==> src/rtl/card_cmd_pkg.sv <==
package card_cmd_pkg;
  localparam int IDX_W    = 6;
  localparam int RESP_BIT = 6;
  localparam int LONG_BIT = 7;
  localparam int IRQ_BIT  = 8;
  localparam int HOLD_BIT = 9;
  localparam int EN_BIT   = 10;
  localparam int CMD_W    = 11;

  typedef enum logic [1:0] {
    ST_IDLE,
    ST_REQ,
    ST_STREAM
  } cmdState_t;

  typedef struct packed {
    logic latchCmd;
    logic latchArg;
    logic shiftByte;
    logic commitShort;
    logic commitLong;
    logic setTimeout;
    logic setRespEnd;
    logic setSent;
  } cmdStrobe_t;
endpackage

==> src/rtl/card_cmd_ctrl.sv <==
module card_cmd_ctrl
  import card_cmd_pkg::*;
#(
  parameter int LEN_W       = 5,
  parameter int SHORT_BYTES = 4,
  parameter int LONG_BYTES  = 16
) (
  input  logic             clk,
  input  logic             rstN,
  input  logic             cmdWrite,
  input  logic             argWrite,
  input  logic             wrEnable,
  input  logic             wrHold,
  input  logic             wrRespExp,
  input  logic             wrLong,
  input  logic             cardAck,
  input  logic             cardErr,
  input  logic [LEN_W-1:0] cardLen,
  input  logic             cardByteValid,
  output cmdStrobe_t       strb,
  output logic             cardReq,
  output logic             busy
);
  localparam logic [LEN_W-1:0] SHORT_LEN = LEN_W'(SHORT_BYTES);
  localparam logic [LEN_W-1:0] LONG_LEN  = LEN_W'(LONG_BYTES);
  localparam logic [LEN_W-1:0] ONE_LEFT  = LEN_W'(1);

  cmdState_t        state, nextState;
  logic             needResp, needLong;
  logic [LEN_W-1:0] lenReg, byteCnt;

  always_comb begin
    strb      = '0;
    nextState = state;
    case (state)
      ST_IDLE: begin
        strb.latchArg = argWrite;
        strb.latchCmd = cmdWrite;
        if (cmdWrite && wrEnable && !wrHold) nextState = ST_REQ;
      end
      ST_REQ: begin
        if (cardAck) begin
          if (cardErr) begin
            strb.setTimeout = 1'b1;
            nextState       = ST_IDLE;
          end else if (cardLen == '0) begin
            strb.setTimeout = needResp;
            strb.setSent    = !needResp;
            nextState       = ST_IDLE;
          end else begin
            nextState = ST_STREAM;
          end
        end
      end
      ST_STREAM: begin
        if (cardByteValid) begin
          strb.shiftByte = 1'b1;
          if (byteCnt == ONE_LEFT) begin
            nextState = ST_IDLE;
            if (!needResp) begin
              strb.setSent = 1'b1;
            end else if (lenReg == LONG_LEN) begin
              strb.commitLong = 1'b1;
              strb.setRespEnd = 1'b1;
            end else if (lenReg == SHORT_LEN && !needLong) begin
              strb.commitShort = 1'b1;
              strb.setRespEnd  = 1'b1;
            end else begin
              strb.setTimeout = 1'b1;
            end
          end
        end
      end
      default: nextState = ST_IDLE;
    endcase
  end

  always_ff @(posedge clk) begin
    if (!rstN) begin
      state    <= ST_IDLE;
      needResp <= 1'b0;
      needLong <= 1'b0;
      lenReg   <= '0;
      byteCnt  <= '0;
    end else begin
      state <= nextState;
      if (state == ST_IDLE && cmdWrite) begin
        needResp <= wrRespExp;
        needLong <= wrLong;
      end
      if (state == ST_REQ && cardAck) begin
        lenReg  <= cardLen;
        byteCnt <= cardLen;
      end else if (state == ST_STREAM && cardByteValid) begin
        byteCnt <= byteCnt - ONE_LEFT;
      end
    end
  end

  assign cardReq = (state == ST_REQ);
  assign busy    = (state != ST_IDLE);
endmodule

==> src/rtl/card_cmd_dpath.sv <==
module card_cmd_dpath
  import card_cmd_pkg::*;
#(
  parameter int WORD_W     = 32,
  parameter int RESP_WORDS = 4
) (
  input  logic                                clk,
  input  logic                                rstN,
  input  cmdStrobe_t                          strb,
  input  logic [WORD_W-1:0]                   wrData,
  input  logic [7:0]                          byteIn,
  input  logic [2:0]                          flagClr,
  output logic [CMD_W-1:0]                    cmdReg,
  output logic [WORD_W-1:0]                   argReg,
  output logic [RESP_WORDS-1:0][WORD_W-1:0]   respOut,
  output logic                                flagTimeout,
  output logic                                flagRespEnd,
  output logic                                flagSent
);
  localparam int BUF_W = RESP_WORDS * WORD_W;

  logic [BUF_W-1:0] shiftBuf, bufNext;

  assign bufNext = {shiftBuf[BUF_W-9:0], byteIn};

  always_ff @(posedge clk) begin
    if (!rstN) begin
      cmdReg   <= '0;
      argReg   <= '0;
      shiftBuf <= '0;
    end else begin
      if (strb.latchCmd) begin
        cmdReg         <= wrData[CMD_W-1:0];
        cmdReg[EN_BIT] <= 1'b0;
      end
      if (strb.latchArg) argReg <= wrData;
      if (strb.shiftByte) shiftBuf <= bufNext;
    end
  end

  for (genvar k = 0; k < RESP_WORDS; k++) begin : g_resp
    localparam int HI = BUF_W - 1 - k * WORD_W;
    logic [WORD_W-1:0] longWord, shortWord;
    if (k == RESP_WORDS - 1) begin : g_last
      assign longWord = {bufNext[HI -: WORD_W-1], 1'b0};
    end else begin : g_mid
      assign longWord = bufNext[HI -: WORD_W];
    end
    if (k == 0) begin : g_first
      assign shortWord = bufNext[WORD_W-1:0];
    end else begin : g_zero
      assign shortWord = '0;
    end
    always_ff @(posedge clk) begin
      if (!rstN) respOut[k] <= '0;
      else if (strb.commitLong) respOut[k] <= longWord;
      else if (strb.commitShort) respOut[k] <= shortWord;
    end
  end

  always_ff @(posedge clk) begin
    if (!rstN) begin
      flagTimeout <= 1'b0;
      flagRespEnd <= 1'b0;
      flagSent    <= 1'b0;
    end else begin
      flagTimeout <= strb.setTimeout | (flagTimeout & ~flagClr[0]);
      flagRespEnd <= strb.setRespEnd | (flagRespEnd & ~flagClr[1]);
      flagSent    <= strb.setSent    | (flagSent    & ~flagClr[2]);
    end
  end
endmodule

==> src/rtl/card_cmd_engine.sv <==
module card_cmd_engine
  import card_cmd_pkg::*;
#(
  parameter int WORD_W      = 32,
  parameter int RESP_WORDS  = 4,
  parameter int ADDR_W      = 3,
  parameter int LEN_W       = 5,
  parameter int SHORT_BYTES = 4
) (
  input  logic              clk,
  input  logic              rstN,
  input  logic              regWrEn,
  input  logic [ADDR_W-1:0] regAddr,
  input  logic [WORD_W-1:0] regWrData,
  output logic [WORD_W-1:0] regRdData,
  input  logic [2:0]        flagClr,
  output logic              flagTimeout,
  output logic              flagRespEnd,
  output logic              flagSent,
  output logic              busy,
  output logic              cardReq,
  output logic [IDX_W-1:0]  cardIndex,
  output logic [WORD_W-1:0] cardArg,
  input  logic              cardAck,
  input  logic              cardErr,
  input  logic [LEN_W-1:0]  cardLen,
  input  logic              cardByteValid,
  input  logic [7:0]        cardByte
);
  localparam int LONG_BYTES = RESP_WORDS * WORD_W / 8;
  localparam logic [ADDR_W-1:0] ARG_ADDR = ADDR_W'(0);
  localparam logic [ADDR_W-1:0] CMD_ADDR = ADDR_W'(1);
  localparam int RESP_BASE = 2;

  cmdStrobe_t                         strb;
  logic [CMD_W-1:0]                   cmdReg;
  logic [WORD_W-1:0]                  argReg;
  logic [RESP_WORDS-1:0][WORD_W-1:0]  respOut;

  card_cmd_ctrl #(
    .LEN_W(LEN_W), .SHORT_BYTES(SHORT_BYTES), .LONG_BYTES(LONG_BYTES)
  ) i_ctrl (
    .clk(clk), .rstN(rstN),
    .cmdWrite(regWrEn && regAddr == CMD_ADDR),
    .argWrite(regWrEn && regAddr == ARG_ADDR),
    .wrEnable(regWrData[EN_BIT]), .wrHold(regWrData[HOLD_BIT]),
    .wrRespExp(regWrData[RESP_BIT]), .wrLong(regWrData[LONG_BIT]),
    .cardAck(cardAck), .cardErr(cardErr), .cardLen(cardLen),
    .cardByteValid(cardByteValid),
    .strb(strb), .cardReq(cardReq), .busy(busy)
  );

  card_cmd_dpath #(.WORD_W(WORD_W), .RESP_WORDS(RESP_WORDS)) i_dpath (
    .clk(clk), .rstN(rstN), .strb(strb), .wrData(regWrData),
    .byteIn(cardByte), .flagClr(flagClr),
    .cmdReg(cmdReg), .argReg(argReg), .respOut(respOut),
    .flagTimeout(flagTimeout), .flagRespEnd(flagRespEnd), .flagSent(flagSent)
  );

  always_comb begin
    regRdData = '0;
    if (regAddr == ARG_ADDR) regRdData = argReg;
    else if (regAddr == CMD_ADDR) regRdData = WORD_W'(cmdReg);
    for (int k = 0; k < RESP_WORDS; k++)
      if (int'(regAddr) == RESP_BASE + k) regRdData = respOut[k];
  end

  assign cardIndex = cmdReg[IDX_W-1:0];
  assign cardArg   = argReg;
endmodule

==> config.mk <==
export PLATFORM = sky130hd
export DESIGN_NAME = card_cmd_engine
export DESIGN_NICKNAME = d
export VERILOG_FILES = /design/src/rtl/card_cmd_pkg.sv /design/src/rtl/card_cmd_ctrl.sv /design/src/rtl/card_cmd_dpath.sv /design/src/rtl/card_cmd_engine.sv
export SDC_FILE = /design/constraint.sdc
export NUM_CORES = 1
export LEC_CHECK = 0
export BUFFER_PORTS_ARGS = -buffer_cell sky130_fd_sc_hd__buf_2
export CORE_MARGIN = 2
export CORE_UTILIZATION = 45
export DETAILED_ROUTE_END_ITERATION = 8
export PLACE_DENSITY_LB_ADDON = 0.2
export SYNTH_ARGS = -nofsm -noshare
export SYNTH_HDL_FRONTEND = slang
export SYNTH_SLANG_ARGS = --single-unit
==> constraint.sdc <==
create_clock -name clk -period 2.4 [get_ports clk]
set_input_delay 0.48 -clock clk [delete_from_list [all_inputs] [get_ports clk]]
set_output_delay 0.48 -clock clk [all_outputs]
set_load 0.02 [all_outputs]
==> summary.txt, run 1 <==
Run status
  • Outcome: finished clean

Setup path
  • Critical-path top delay cell: sky130_fd_sc_hd__mux2i_1
  • Maximum cell stage delay along the critical path: ~370 ps
  • Register-to-register path setup slack: around 200 ps
  • Kind of capture point of the worst setup path: primary output
  • Worst Reg2Reg Path Length in Cells: 7
  • Cell-by-cell trace of the critical path: buf_2, buf_4, mux2i_1, nor2_1, a21oi_1, o22ai_1, buf_2
  • Most frequent cell on the critical path: sky130_fd_sc_hd__buf_2
  • Crit Path Max Fanout: 12
  • Required time reported for the critical path endpoint: between 1500 and 2000 ps
  • Worst R2R End: i_dpath.respOut[116]$_SDFFE_PN0P_
  • Worst path arrival time: ~1800 ps
  • Startpoint class of the critical path: input port
  • Kind of critical path: in2out
  • Reg2reg start: i_ctrl.state[0]$_SDFFE_PN0P_

Yosys
  • Synth Flop Type: sky130_fd_sc_hd__dfxtp_1
  • Dominant cell by count in the synthesized netlist: sky130_fd_sc_hd__nand2_1
  • Syn Std Cell Area: about 0.013 sq mm
  • Async set-reset flop share out of synthesis: 0%
  • Fraction of the yosys area taken by sequential cells: 47.4%
  • Count of distinct cell types in the synthesized netlist: 46
  • Post-synth EDFFs: 0
  • Library cell occupying the most area in the post-synthesis netlist: sky130_fd_sc_hd__dfxtp_1
  • Ys Warns: 0
  • Post-synthesis sequential element count: just over 300
  • Number of nets in the synthesized netlist: 1,644
  • Avg Cell Area, Syn: ~8 sq um
  • Synth cell count leaders: sky130_fd_sc_hd__nand2_1, sky130_fd_sc_hd__a21oi_1, sky130_fd_sc_hd__dfxtp_1
  • Share of Yosys cell area claimed by the top area cell type: approximately 47%
  • Synth Instances: around 1,600
  • Top area cells in the synthesized netlist: sky130_fd_sc_hd__dfxtp_1, sky130_fd_sc_hd__a21oi_1, sky130_fd_sc_hd__nand2_1

Global route
  • Global Route met3 Usage: 5.15%
  • Initial antenna violation count: 0
  • Via count of the first global-routing pass: around 11,000
  • Most Used Layer, Global Route: met2
  • Maximum number of pins on one net before global-route repair: 73
  • First-pass GRT wire length: around 64 mm
  • Tot GR Track Use: 26.8%
  • GR met2 Demand/Resource: between 40% and 50%
  • GRT Residual Overflow: 0
  • GR Layer Usage met1: 36.6%

Final layout
  • Sequential cell area: slightly above 0.006 sq mm
  • Fin nets: 1,713
  • Finished Core Util: approximately 54%
  • Final standard cell count with taps included and fillers excluded: just over 2,000
  • Layout overhead on the synthesized area: 17.6%
  • Total area of multi-input combinational cells: ~0.0061 sq mm
  • Layout cell share with drive strength beyond 1: 16.7%
  • Inserted Diodes: 0
  • Number of filler instances in the final layout: ~2,600

Floorplan
  • Core area: approximately 0.028 sq mm
  • Die extent in y: 173 microns
  • Effective utilization at floorplan: between 40% and 50%
  • Die extent in x: roughly 170 microns
  • Total die area: 0.0299 sq mm
  • Site row count: 61
  • Top-level I/O count: ~130

Timing
  • Accumulated negative setup slack: 0 ps
  • Actual slew at the worst max-slew pin: between 500 and 600 ps
  • Worst clock skew on the final layout: approximately 11 ps
  • Achievable frequency: approximately 430 MHz
  • Tmin final: about 2300 ps
  • Final setup viols: 0
  • Final worst-path cycle share: a little over nine tenths
  • Final Hold Fails: 0
  • Final max-slew violation count: 0
  • Relative slew slack: between 60 and 70%
  • Setup repair after global routing missed its margin: no

Clocking
  • Setup Buffers After CTS: 0
  • Max Root-Sink Buffers: 3
  • H-Tree Depth: 2
  • TritonCTS clock tree: done
  • Clock-pin slew of the registers on the worst-case setup and hold paths: approximately 60 ps
  • Clock root buffer: sky130_fd_sc_hd__clkbuf_16
  • Worst-skew pair later-pin latency: 510 ps
  • Number of clock buffers inserted by TritonCTS: 35
  • Clock sink count: 304

Min path
  • Endpoint of the worst hold path: i_dpath.argReg[25]$_SDFFE_PN0P_
  • Min-Delay Path Depth: 3
  • Worst Min Path Start: regWrData[25]
  • Type of the worst min-delay path: in2reg

Flow run
  • Number of maximum-capacitance constraint violations: 0

Routing
  • DRC violations left: 0
  • Final wirelength: about 42 mm
  • Vias after detailed routing: 11,800
  • Via-to-Cell Ratio: 5.76
  • First-pass detailed-route iteration total: 5
  • Avg WL per Cell: 20.2 microns
  • Iteration-0 DRC Markers: between 1,000 and 1,500
  • Post-DRT Antenna Nets: 0

Power
  • Worst-case vdd ir drop: ~0.52 mV
  • Pwr per Cell Area: about 770 mW/mm^2
  • Leakage power: between 5 and 6 nW

Placement
  • Instance count after placement with tap cells included: about 2,000
  • Detail Placement HPWL: ~28 mm
  • Port bufs: between 100 and 150
  • Routability Congestion: approximately 0.91
-- layer usage --
| metal | part of all wire, % | wire (microns) |
|---|---|---|
| met1 | 44 | 18300 |
| met2 | 45 | 18600 |
| met3 | 7.5 | 3110 |
| met4 | 3.7 | 1540 |
| met5 | 0 | 0 |
-- area by class of cell --
class,instances,share of cell area [%]
clock buffer,49,6.82
clock inverter,10,0.687
inverter,8,0.248
multi-input combinational,1115,40.1
sequential,304,40.3
tap,378,3.13
timing repair buffer,187,8.78
-- power by group --
part           switching (mW)  internal, mW
registers              0.0668          5.11
logic                   0.761         0.352
clock network            2.09          3.20
-- how the worst max path moves through the flow --
| stage | startpoint | endpoint | slack [ps] | depth (start not counted) |
|---|---|---|---|---|
| floorplan | regAddr[0] | regRdData[1] | 160 | 5 |
| global placement | regAddr[1] | regRdData[14] | 70 | 7 |
| detailed placement | regAddr[1] | regRdData[14] | 70 | 7 |
| CTS | regAddr[1] | regRdData[14] | 60 | 7 |
| global route | regAddr[1] | regRdData[8] | 50 | 6 |
| finish | regAddr[1] | regRdData[19] | 80 | 7 |
-- placed cells by master, fill, tap and decap left out, types with 2 or more instances in the layout --
cell / instances
sky130_fd_sc_hd__o21ai_1: 7
sky130_fd_sc_hd__clkinv_2: 7
sky130_fd_sc_hd__a211oi_2: 20
sky130_fd_sc_hd__bufinv_16: 2
sky130_fd_sc_hd__and2_4: 2
sky130_fd_sc_hd__clkbuf_8: 6
sky130_fd_sc_hd__mux2i_1: 77
sky130_fd_sc_hd__and2_1: 2
sky130_fd_sc_hd__buf_4: 36
sky130_fd_sc_hd__clkbuf_16: 37
sky130_fd_sc_hd__or3_1: 2
sky130_fd_sc_hd__buf_12: 20
sky130_fd_sc_hd__inv_1: 7
sky130_fd_sc_hd__dfxtp_1: 304
sky130_fd_sc_hd__buf_2: 131
sky130_fd_sc_hd__ha_1: 5
sky130_fd_sc_hd__a21oi_1: 320
sky130_fd_sc_hd__o21ai_0: 102
sky130_fd_sc_hd__nand3b_1: 2
sky130_fd_sc_hd__nand3_1: 98
sky130_fd_sc_hd__nor2b_1: 5
sky130_fd_sc_hd__clkbuf_1: 6
sky130_fd_sc_hd__nand2_1: 342
sky130_fd_sc_hd__nor3_1: 2
sky130_fd_sc_hd__o21a_1: 2
sky130_fd_sc_hd__a22oi_1: 18
sky130_fd_sc_hd__nor4_1: 2
sky130_fd_sc_hd__o22ai_1: 22
sky130_fd_sc_hd__nand2b_1: 4
sky130_fd_sc_hd__xnor2_1: 3
sky130_fd_sc_hd__a211oi_1: 15
sky130_fd_sc_hd__mux2_2: 9
sky130_fd_sc_hd__nor2_1: 27
sky130_fd_sc_hd__o221ai_1: 9
-- per-stage QoR --
step                area, sq um  power, mW  hold slack [ps]  worst slack, ps
global route              15100       11.9              199             47.5
global placement          14000       6.37              444             74.6
floorplan                 12900       5.95              436              158
detailed placement        14000       6.38              451             67.4
finish                    15100       11.6              205             77.7
CTS                       15100       11.6              191             61.1
-- sequential cells by signal, indices dropped and copies added (netlist names), 2 cells and up --
signal and flops:
i_ctrl.lenReg 5, i_dpath.cmdReg 10, i_dpath.argReg 32, i_ctrl.byteCnt 5, i_dpath.shiftBuf 120, i_ctrl.state 2, i_dpath.respOut 127
-- cell families after synthesis --
logic type,synth area share (%)
compound gates,22.6
simple gates,16.4
flops,47.4
buf+inv,5.82
mux,7.04
fa+ha+maj,0.487
xor+xnor,0.273
-- critical path: cells and delay by family --
kind | cells | cell delay, ps
muxes | 1 | 370
AOI/OAI and AO/OA | 2 | 270
and+or+nand+nor | 1 | 70
buffers and inverters | 3 | 640
-- timing repair --
item,4_1_cts,5_1_grt
setup endpoints to repair,0,1
gates resized for setup,0,1
hold buffers,0,0
Power figures use the tool's default switching activity.
==> inputs of run 2 (changes only) <==
Settings changed: BUFFER_PORTS_ARGS -buffer_cell sky130_fd_sc_hd__buf_2 to -buffer_cell sky130_fd_sc_hd__buf_4.
==> summary.txt, run 2 (synthesized netlist as in run 1, its figures left out) <==
Run status
  • Outcome: finished clean (unchanged)

Timing
  • Accumulated negative setup slack: 0 ps (unchanged)
  • Achievable frequency: 433 MHz (was 431 MHz)
  • Smallest hold slack: 169 ps (was 205 ps)
  • Relative slew slack: 50.3% (was 65.5%)
  • Setup WS post-layout: 88.8 ps (was 77.7 ps)
  • Actual slew at the worst max-slew pin: 742 ps (was 517 ps)
  • Setup repair after global routing missed its margin: no (unchanged)
  • Final worst-path cycle share: 96.3% (was 96.8%)
  • Final Hold Fails: 0 (unchanged)
  • Worst clock skew on the final layout: 9.55 ps (was 11.4 ps)
  • Tmin final: 2310 ps (was 2320 ps)
  • Final setup viols: 0 (unchanged)
  • Final max-slew violation count: 0 (unchanged)

Setup path
  • Required time reported for the critical path endpoint: 1920 ps (about the same)
  • Worst path arrival time: 1830 ps (was 1840 ps)
  • Crit Path Max Fanout: 8 (was 12)
  • Most frequent cell on the critical path: sky130_fd_sc_hd__buf_4 (was sky130_fd_sc_hd__buf_2)
  • Cell-by-cell trace of the critical path: buf_4, buf_4, mux2i_1, nor2_1, a21oi_1, o22ai_2, buf_4 (was buf_2, buf_4, mux2i_1, nor2_1, a21oi_1, o22ai_1, buf_2)
  • Kind of critical path: in2out (unchanged)
  • Worst Reg2Reg Path Length in Cells: 7 (unchanged)
  • Kind of capture point of the worst setup path: primary output (unchanged)
  • Critical-path top delay cell: sky130_fd_sc_hd__mux2i_1 (unchanged)
  • Maximum cell stage delay along the critical path: 380 ps (was 370 ps)
  • Startpoint class of the critical path: input port (unchanged)

Routing
  • Post-DRT Antenna Nets: 0 (unchanged)
  • Vias after detailed routing: 11,800 (about the same)
  • Avg WL per Cell: 20.3 microns (was 20.2 microns)
  • Final wirelength: 41.5 mm (about the same)
  • Via-to-Cell Ratio: 5.76 (about the same)
  • DRC violations left: 0 (unchanged)
  • Iteration-0 DRC Markers: 1,258 (was 1,267)
  • First-pass detailed-route iteration total: 7 (was 5)

Placement
  • Routability Congestion: 0.917 (was 0.910)
  • Instance count after placement with tap cells included: 1,986 (was 1,992)
  • Detail Placement HPWL: 28.5 mm (was 28.2 mm)
  • Port bufs: 131 (unchanged)
  • Dpl cell area: 0.0143 sq mm (was 0.0140 sq mm)
  • Placement Setup Slack: 48.3 ps (was 67.4 ps)

Final layout
  • Register with the most flip-flops: i_dpath.respOut (unchanged)
  • Total area of multi-input combinational cells: 0.00607 sq mm (was 0.00606 sq mm)
  • Top Registers: i_dpath.respOut: 127 flops, i_dpath.shiftBuf: 120 flops, i_dpath.argReg: 32 flops (unchanged)
  • Most common cell after layout, fill and taps aside: sky130_fd_sc_hd__nand2_1 (unchanged)
  • Sequential cell area: 0.00609 sq mm (unchanged)
  • Post-route standard cell area excluding fillers: 0.0154 sq mm (was 0.0151 sq mm)
  • Number of flip-flops in the largest register: 127 (unchanged)
  • Finished Core Util: 55.2% (was 54.1%)
  • Layout overhead on the synthesized area: 19.9% (was 17.6%)
  • Most frequent cells in the layout: sky130_fd_sc_hd__nand2_1, sky130_fd_sc_hd__a21oi_1, sky130_fd_sc_hd__dfxtp_1 (unchanged)
  • Final standard cell count with taps included and fillers excluded: 2,042 (was 2,051)
  • Number of filler instances in the final layout: 2,617 (was 2,636)
  • Inserted Diodes: 0 (unchanged)
  • Layout cell share with drive strength beyond 1: 16.6% (was 16.7%)
  • Fin nets: 1,703 (was 1,713)

Power
  • Pwr per Cell Area: 753 mW/mm^2 (was 766 mW/mm^2)
  • Worst-case vdd ir drop: 0.526 mV (was 0.523 mV)
  • Leakage power: 5.19 nW (about the same)
  • Total power: 11.6 mW (about the same)

Clocking
  • Clock sink count: 304 (unchanged)
  • Setup Buffers After CTS: 0 (unchanged)
  • Clock-pin slew of the registers on the worst-case setup and hold paths: 60 ps (about the same)
  • H-Tree Depth: 1 (was 2)
  • Clock root buffer: sky130_fd_sc_hd__clkbuf_16 (unchanged)
  • Number of clock buffers inserted by TritonCTS: 31 (was 35)
  • Max Root-Sink Buffers: 3 (unchanged)
  • Worst-skew pair later-pin latency: 560 ps (was 510 ps)
  • TritonCTS clock tree: done (unchanged)

Floorplan
  • Core area: 0.0279 sq mm (unchanged)
  • Die extent in y: 173 microns (unchanged)
  • Site row count: 61 (unchanged)
  • Top-level I/O count: 132 (unchanged)
  • Total die area: 0.0299 sq mm (unchanged)
  • Die extent in x: 173 microns (unchanged)
  • Effective utilization at floorplan: 46.0% (unchanged)

Min path
  • Min-Delay Path Depth: 3 (unchanged)
  • Type of the worst min-delay path: in2reg (unchanged)

Global route
  • Via count of the first global-routing pass: 11,000 (about the same)
  • First-pass GRT wire length: 64.5 mm (was 64.2 mm)
  • GRT Residual Overflow: 0 (unchanged)
  • Maximum number of pins on one net before global-route repair: 67 (was 73)
  • Initial antenna violation count: 1 (was 0)
  • Tot GR Track Use: 26.9% (was 26.8%)

Flow run
  • Number of maximum-capacitance constraint violations: 0 (unchanged)
==> run 2: cell count changes in the layout (fill, tap and decap cells not counted), sizes merged <==
cell	before	now
buf	187	181
clkbuf	49	43
bufinv	2	5
clkinv	7	5
clkinvlp	0	2
==> run 2: path summary, 6_finish.rpt <==
| path | end | start | slack, ps |
|---|---|---|---|
| min reg2reg | i_ctrl.lenReg[1]$_SDFFE_PN0P_ | i_ctrl.lenReg[1]$_SDFFE_PN0P_ | 460 |
| max reg2reg | i_dpath.respOut[76]$_SDFFE_PN0P_ | i_ctrl.state[0]$_SDFFE_PN0P_ | 210 |
| max | regRdData[19] | regAddr[1] | 90 |
| min | i_dpath.argReg[21]$_SDFFE_PN0P_ | regWrData[21] | 170 |
==> run 2: layer usage <==
layer / up-vias / GRT usage (%) / wire length [microns]
met4: 0 / 11.1 / 1820
li1: 5621 / - / -
met3: 96 / 4.53 / 3300
met1: 5562 / 37.4 / 17800
met5: - / 0 / 0
met2: 491 / 41.5 / 18600
==> run 2: power by group <==
part	total [mW]	internal, mW	switching (mW)
clock network	5.25	3.20	2.05
registers	5.17	5.11	0.0618
logic	1.18	0.413	0.767
total	11.6	8.72	2.88
==> run 2: repair_timing <==
action / CTS / global route
gates resized for setup: 2 / 1
hold buffers: 0 / 0
setup endpoints to repair: 2 / 1
==> run 2: area by class of cell <==
type,count,share of cell area [%]
Clock buffer,43,5.98
Clock inverter,13,1.29
Tap cell,378,3.07
Timing Repair Buffer,181,10.5
Sequential cell,304,39.5
Multi-Input combinational cell,1115,39.4
Inverter,8,0.244
==> run 2: worst max-delay path: cells and delay by family <==
kind | cells | cell delay (ps)
AO/OA/AOI/OAI | 2 | 290
buffers and inverters | 3 | 560
multiplexers | 1 | 380
AND/OR/NAND/NOR | 1 | 120
